<file path="src/rtl/wrc_pkg.sv">
package wrc_pkg;

  typedef enum logic [2:0] {
    ST_POR_WAIT = 3'd0,
    ST_POR_HOLD = 3'd1,
    ST_RUN      = 3'd2,
    ST_SLEEP    = 3'd3,
    ST_PIN_HOLD = 3'd4,
    ST_WDT_RST  = 3'd5
  } wrcState_e;

  // strobes from control to datapath, registered there
  typedef struct packed {
    logic holdCount;
    logic loadPinSleep;
    logic loadWdtRun;
    logic loadWdtSleep;
    logic wdtClr;
    logic wake;
  } wrcStrobe_t;

  // {time-out flag, power-down flag}
  localparam logic [1:0] CAUSE_POWERON   = 2'b11;
  localparam logic [1:0] CAUSE_PIN_SLEEP = 2'b10;
  localparam logic [1:0] CAUSE_WDT_RUN   = 2'b01;
  localparam logic [1:0] CAUSE_WDT_SLEEP = 2'b00;

endpackage

</file>
<file path="src/rtl/wrc_sync.sv">
module wrc_sync #(
  parameter int STAGES = 2
) (
  input  logic clk,
  input  logic powerGood,
  input  logic asyncIn,
  output logic syncOut
);
  logic [STAGES-1:0] chain;

  generate
    for (genvar i = 0; i < STAGES; i++) begin : gStage
      if (i == 0) begin : gFirst
        always_ff @(posedge clk or negedge powerGood) begin
          if (!powerGood) chain[0] <= 1'b0;
          else            chain[0] <= asyncIn;
        end
      end else begin : gNext
        always_ff @(posedge clk or negedge powerGood) begin
          if (!powerGood) chain[i] <= 1'b0;
          else            chain[i] <= chain[i-1];
        end
      end
    end
  endgenerate

  assign syncOut = chain[STAGES-1];
endmodule

</file>
<file path="src/rtl/wrc_ctrl.sv">
module wrc_ctrl
  import wrc_pkg::*;
(
  input  logic       clk,
  input  logic       powerGood,
  input  logic       pinHigh,
  input  logic       wdtTimeout,
  input  logic       sleepReq,
  input  logic       holdDone,
  output wrcStrobe_t strobe,
  output logic       coreReset
);
  wrcState_e state, nextState;

  always_ff @(posedge clk or negedge powerGood) begin
    if (!powerGood) state <= ST_POR_WAIT;
    else            state <= nextState;
  end

  always_comb begin
    nextState = state;
    strobe    = '0;
    unique case (state)
      ST_POR_WAIT: begin
        if (pinHigh) nextState = ST_POR_HOLD;
      end
      ST_POR_HOLD: begin
        if (!pinHigh) begin
          nextState = ST_POR_WAIT;
        end else begin
          strobe.holdCount = 1'b1;
          if (holdDone) nextState = ST_RUN;
        end
      end
      ST_RUN: begin
        if (!pinHigh) begin
          nextState = ST_PIN_HOLD;
        end else if (wdtTimeout) begin
          nextState         = ST_WDT_RST;
          strobe.loadWdtRun = 1'b1;
        end else if (sleepReq) begin
          nextState     = ST_SLEEP;
          strobe.wdtClr = 1'b1;
        end
      end
      ST_SLEEP: begin
        if (!pinHigh) begin
          nextState           = ST_PIN_HOLD;
          strobe.loadPinSleep = 1'b1;
          strobe.wake         = 1'b1;
        end else if (wdtTimeout) begin
          nextState           = ST_RUN;
          strobe.loadWdtSleep = 1'b1;
          strobe.wake         = 1'b1;
        end
      end
      ST_PIN_HOLD: begin
        if (pinHigh) nextState = ST_RUN;
      end
      ST_WDT_RST: begin
        nextState = pinHigh ? ST_RUN : ST_PIN_HOLD;
      end
      default: nextState = ST_POR_WAIT;
    endcase
  end

  always_comb begin
    unique case (state)
      ST_RUN, ST_SLEEP: coreReset = 1'b0;
      default:          coreReset = 1'b1;
    endcase
  end
endmodule

</file>
<file path="src/rtl/wrc_datapath.sv">
module wrc_datapath
  import wrc_pkg::*;
#(
  parameter int HOLD_CYCLES = 36,
  parameter int PC_W        = 8,
  parameter int DIR_W       = 8,
  parameter int TMODE_W     = 8,
  parameter int TMODE_ONES  = 6,
  parameter int STATUS_HI_W = 3
) (
  input  logic                   clk,
  input  logic                   powerGood,
  input  wrcStrobe_t             strobe,
  output logic                   holdDone,
  output logic                   wakePulse,
  output logic                   wdtClear,
  output logic [1:0]             causeCode,
  output logic [PC_W-1:0]        pcInit,
  output logic [DIR_W-1:0]       dirInit,
  output logic [TMODE_W-1:0]     tmodeInit,
  output logic                   fsrTopInit,
  output logic [STATUS_HI_W-1:0] statusHiInit
);
  localparam int CNT_W = (HOLD_CYCLES > 1) ? $clog2(HOLD_CYCLES) : 1;
  localparam logic [CNT_W-1:0] CNT_LAST = CNT_W'(HOLD_CYCLES - 1);

  logic [CNT_W-1:0] holdCnt;

  always_ff @(posedge clk or negedge powerGood) begin
    if (!powerGood)           holdCnt <= '0;
    else if (strobe.holdCount) holdCnt <= holdCnt + 1'b1;
    else                       holdCnt <= '0;
  end

  assign holdDone = (holdCnt == CNT_LAST);

  always_ff @(posedge clk or negedge powerGood) begin
    if (!powerGood) begin
      causeCode <= CAUSE_POWERON;
      wakePulse <= 1'b0;
      wdtClear  <= 1'b0;
    end else begin
      wakePulse <= strobe.wake;
      wdtClear  <= strobe.wdtClr;
      if (strobe.loadPinSleep)      causeCode <= CAUSE_PIN_SLEEP;
      else if (strobe.loadWdtRun)   causeCode <= CAUSE_WDT_RUN;
      else if (strobe.loadWdtSleep) causeCode <= CAUSE_WDT_SLEEP;
    end
  end

  assign pcInit       = '1;
  assign dirInit      = '1;
  assign fsrTopInit   = 1'b1;
  assign statusHiInit = '0;

  generate
    for (genvar b = 0; b < TMODE_W; b++) begin : gTmode
      if (b < TMODE_ONES) begin : gOne
        assign tmodeInit[b] = 1'b1;
      end else begin : gZero
        assign tmodeInit[b] = 1'b0;
      end
    end
  endgenerate
endmodule

</file>
<file path="src/rtl/wake_reset_ctrl.sv">
module wake_reset_ctrl
  import wrc_pkg::*;
#(
  parameter int CLK_HZ      = 200_000_000,
  parameter int HOLD_MS     = 18,
  parameter int SYNC_STAGES = 2,
  parameter int PC_W        = 8,
  parameter int DIR_W       = 8,
  parameter int TMODE_W     = 8,
  parameter int TMODE_ONES  = 6
) (
  input  logic               clk,
  input  logic               powerGood,
  input  logic               clearPinN,
  input  logic               wdtTimeout,
  input  logic               sleepReq,
  output logic               coreReset,
  output logic               wakePulse,
  output logic               wdtClear,
  output logic [1:0]         causeCode,
  output logic [PC_W-1:0]    pcInit,
  output logic [DIR_W-1:0]   dirInit,
  output logic [TMODE_W-1:0] tmodeInit,
  output logic               fsrTopInit,
  output logic [2:0]         statusHiInit
);
  localparam int HOLD_CYCLES = (CLK_HZ / 1000) * HOLD_MS;

  logic       pinHigh;
  logic       holdDone;
  wrcStrobe_t strobe;

  wrc_sync #(.STAGES(SYNC_STAGES)) uSync (
    .clk(clk), .powerGood(powerGood), .asyncIn(clearPinN), .syncOut(pinHigh)
  );

  wrc_ctrl uCtrl (
    .clk(clk), .powerGood(powerGood), .pinHigh(pinHigh),
    .wdtTimeout(wdtTimeout), .sleepReq(sleepReq), .holdDone(holdDone),
    .strobe(strobe), .coreReset(coreReset)
  );

  wrc_datapath #(
    .HOLD_CYCLES(HOLD_CYCLES), .PC_W(PC_W), .DIR_W(DIR_W),
    .TMODE_W(TMODE_W), .TMODE_ONES(TMODE_ONES), .STATUS_HI_W(3)
  ) uData (
    .clk(clk), .powerGood(powerGood), .strobe(strobe), .holdDone(holdDone),
    .wakePulse(wakePulse), .wdtClear(wdtClear), .causeCode(causeCode),
    .pcInit(pcInit), .dirInit(dirInit), .tmodeInit(tmodeInit),
    .fsrTopInit(fsrTopInit), .statusHiInit(statusHiInit)
  );
endmodule

</file>
<file path="config.mk">
export PLATFORM = sky130hd
export DESIGN_NAME = wake_reset_ctrl
export DESIGN_NICKNAME = d
export VERILOG_FILES = /design/src/rtl/wrc_pkg.sv /design/src/rtl/wrc_sync.sv /design/src/rtl/wrc_ctrl.sv /design/src/rtl/wrc_datapath.sv /design/src/rtl/wake_reset_ctrl.sv
export SDC_FILE = /design/constraint.sdc
export NUM_CORES = 1
export LEC_CHECK = 0
export ABC_AREA = 1
export BUFFER_PORTS_ARGS = -buffer_cell sky130_fd_sc_hd__buf_4
export CORE_MARGIN = 5
export CORE_UTILIZATION = 55
export CTS_CLUSTER_SIZE = 28
export DETAILED_ROUTE_END_ITERATION = 7
export PLACE_DENSITY = 0.76
export SETUP_SLACK_MARGIN = 0.02
export SYNTH_ARGS = -nofsm -noshare
export SYNTH_HDL_FRONTEND = slang
export SYNTH_HIERARCHICAL = 1
export SYNTH_SLANG_ARGS = --single-unit
</file>
<file path="constraint.sdc">
create_clock -name clk -period 1.6 [get_ports clk]
set_input_delay 0.08 -clock clk [delete_from_list [all_inputs] [get_ports clk]]
set_output_delay 0.08 -clock clk [all_outputs]
set_load 0.01 [all_outputs]
</file>
==> flow_summary.json <==
{
  "cts-root-buf": "clkbuf_4",
  "core_um2": 3390,
  "slowest_delay_ns": 0.38,
  "fin_nets": 301,
  "avgViaCountPerCell": 4.79,
  "wl_um": 3790,
  "synth.largest_area_cell": "dfrtp_1",
  "multi_input_area_um2": 960,
  "maxCapViolations": 0,
  "grt_overflow": 0,
  "cts_buffers": 5,
  "hold_viol_final": 0,
  "cts_tree": "done",
  "startpoint_type": "register",
  "cp-end-kind": "register",
  "first_iter_violations": 125,
  "synth.area.top_cells": "dfrtp_1 37%, buf_4 11%, nand2_1 10%",
  "async_reset_ff_share_pct": 100,
  "path_class": "reg -> reg",
  "start_util_pct": 57.4,
  "hold_ws_ns": 0.189,
  "row_count": 21,
  "first_pass_iters": 4,
  "min_period_over_period_pct": 91.9,
  "syn2layout_area_growth_pct": 10.1,
  "vdd_drop_max_mv": 0.807,
  "setup_violations": 0,
  "die_y_um": 69.5,
  "grt_pass1_wl_um": 6610,
  "clock-sinks": 31,
  "synth_cells": 270,
  "ios": 38,
  "dp.final_hpwl_um": 2920,
  "syn-cell-area_um2": 1950,
  "grt_max_degree": 32,
  "postLayoutCoreUtil_pct": 63.2,
  "clockBufferDepth": 2,
  "layout_min_cycle_time_ns": 1.47,
  "routedWlPerCell_um": 11.1,
  "dp_slack_ns": 0.000986,
  "critPathRequiredTime_ns": 1.83,
  "path_cells": "ha_2 -> nand2_2 -> buf_6 -> nor2_4 -> nand2_2 -> nor2_4 -> nand2_1 -> and3_1",
  "cp_slowest_cell": "dfrtp_1",
  "finalWorstSetupSlack_ns": 0.130,
  "grtUsageTotal_pct": 16.9,
  "rsz0062_at_grt": "no",
  "max_freq_ghz": 0.680,
  "clkTransAtPathRegs_ns": 0.10,
  "drc_errors": 0,
  "antenna_found_initial": 0,
  "synth-edff-count": 0,
  "port-buffer-count": 9,
  "clk_latency_ns": 0.34,
  "htree_levels": 2,
  "yosysSeqAreaShare_pct": 40.0,
  "critPathBufInv": 1,
  "hold_class": "in -> async",
  "route.vias.total": 1638,
  "nFillCells": 318,
  "syn_area_per_cell_um2": 7.21,
  "cp_max_fo": 4,
  "seq_area_um2": 778,
  "fin_setup_tns_ns": 0,
  "status": "completed",
  "drive_gt1_share_pct": 18.2,
  "finalClockSkew_ns": 0.00700,
  "placed_area_um2": 2010,
  "synth_common_cells": "54 x nand2_1, 46 x nor2_1, 29 x dfrtp_1",
  "diodes": 0,
  "synth.top_cell.area_share_pct": 37.3,
  "grt_pass1_vias": 1514,
  "synth_seq_cells": 31,
  "dieWidth_um": 69.5,
  "final_antenna_net_count": 0,
  "critPathTopFamily": "simple AND/OR/NAND/NOR gates",
  "design_area_um2": 2140,
  "synth.most_common_cell": "nand2_1",
  "ys_warn_count": 6,
  "crit_arrival_ns": 1.70,
  "synthFlopType": "dfrtp_1",
  "ys_types": 26,
  "gp_congestion": 0.847,
  "die_area_um2": 4830,
  "p_leak_nw": 0.983,
  "powerDensity_nw_per_um2": 922,
  "maxSlewViolCount": 0
}
-- layer usage --
| metal | vias up | GRT usage (%) | part of all wire, % |
|---|---|---|---|
| met2 | 41 | 26.3 | 44 |
| met3 | 5 | 4.64 | 6.6 |
| met1 | 742 | 22.0 | 48 |
| met5 | - | 0 | 0 |
| li1 | 850 | - | - |
| met4 | 0 | 7.16 | 1.2 |
-- layout make-up --
class / instances / share of cell area (%)
well taps: 46 / 2.69
inverters: 33 / 5.78
clock inverters: 3 / 0.701
multi-input cells: 203 / 44.8
repair buffers: 21 / 8.00
clock buffers: 5 / 1.75
flip-flops and latches: 31 / 36.3
-- power breakdown --
group	internal, mW	switching, mW
sequential	0.875	0.0702
clock	0.163	0.273
combinational	0.232	0.363
-- state kept, by name (all words and copies together) (netlist names) --
signal           flops
uData/wakePulse      1
uData/holdCnt       22
uData/wdtClear       1
uSync/syncOut        1
uCtrl/state          3
uData/causeCode      2
uSync/chain          1
-- logic make-up after synthesis --
| kind of cell | Yosys count | synth area share [%] |
|---|---|---|
| compound gates | 27 | 7.78 |
| fa+ha+maj | 1 | 0.643 |
| buf+inv | 62 | 17.4 |
| flops | 31 | 40.0 |
| other cells | 2 | 0.386 |
| simple gates | 147 | 33.9 |
-- worst paths after layout --
| kind | start | endpoint | slack [ns] | depth (start not counted) |
|---|---|---|---|---|
| setup reg to reg | uData/holdCnt[1] | uData/holdCnt[12] | 0.13 | 8 |
| setup / recovery | uData/holdCnt[1] | uData/holdCnt[12] | 0.13 | 8 |
| hold / removal | powerGood | uData/holdCnt[2] | 0.19 | 2 |
| max in group asynchronous | powerGood | uData/causeCode[1] | 1.10 | 2 |
| min in group clk | uSync/chain[0] | uSync/syncOut | 0.36 | 0 |
| hold reg to reg | uSync/chain[0] | uSync/syncOut | 0.36 | 0 |
-- through the flow --
stage / instances / total power [mW]
floorplan: 296 / 1.39
global placement: 329 / 1.52
detailed placement: 329 / 1.54
CTS: 340 / 1.99
global route: 342 / 2.14
finish: 342 / 1.98
-- placed cells by master (no fill, tap or decap), drive strengths merged, types with 2 or more instances in the layout --
cell,instances
nand2,58
nor2,56
inv,33
dfrtp,29
conb,28
nand3,18
buf,17
a21oi,12
o21ai,10
nor3,7
nand4,6
clkbuf,5
dlygate4sd3,4
clkinv,3
dfstp,2
-- repair_timing --
| action | in CTS | in global routing |
|---|---|---|
| hold buffers | 3 | 1 |
| hold endpoints to repair | 33 | 1 |
| pin swaps | 0 | 2 |
| gates resized for setup | 1 | 7 |
| endpoints found under the setup margin | 2 | 7 |
| buffers inserted | 0 | 1 |
Note: power is estimated with default switching activity, not from simulation.
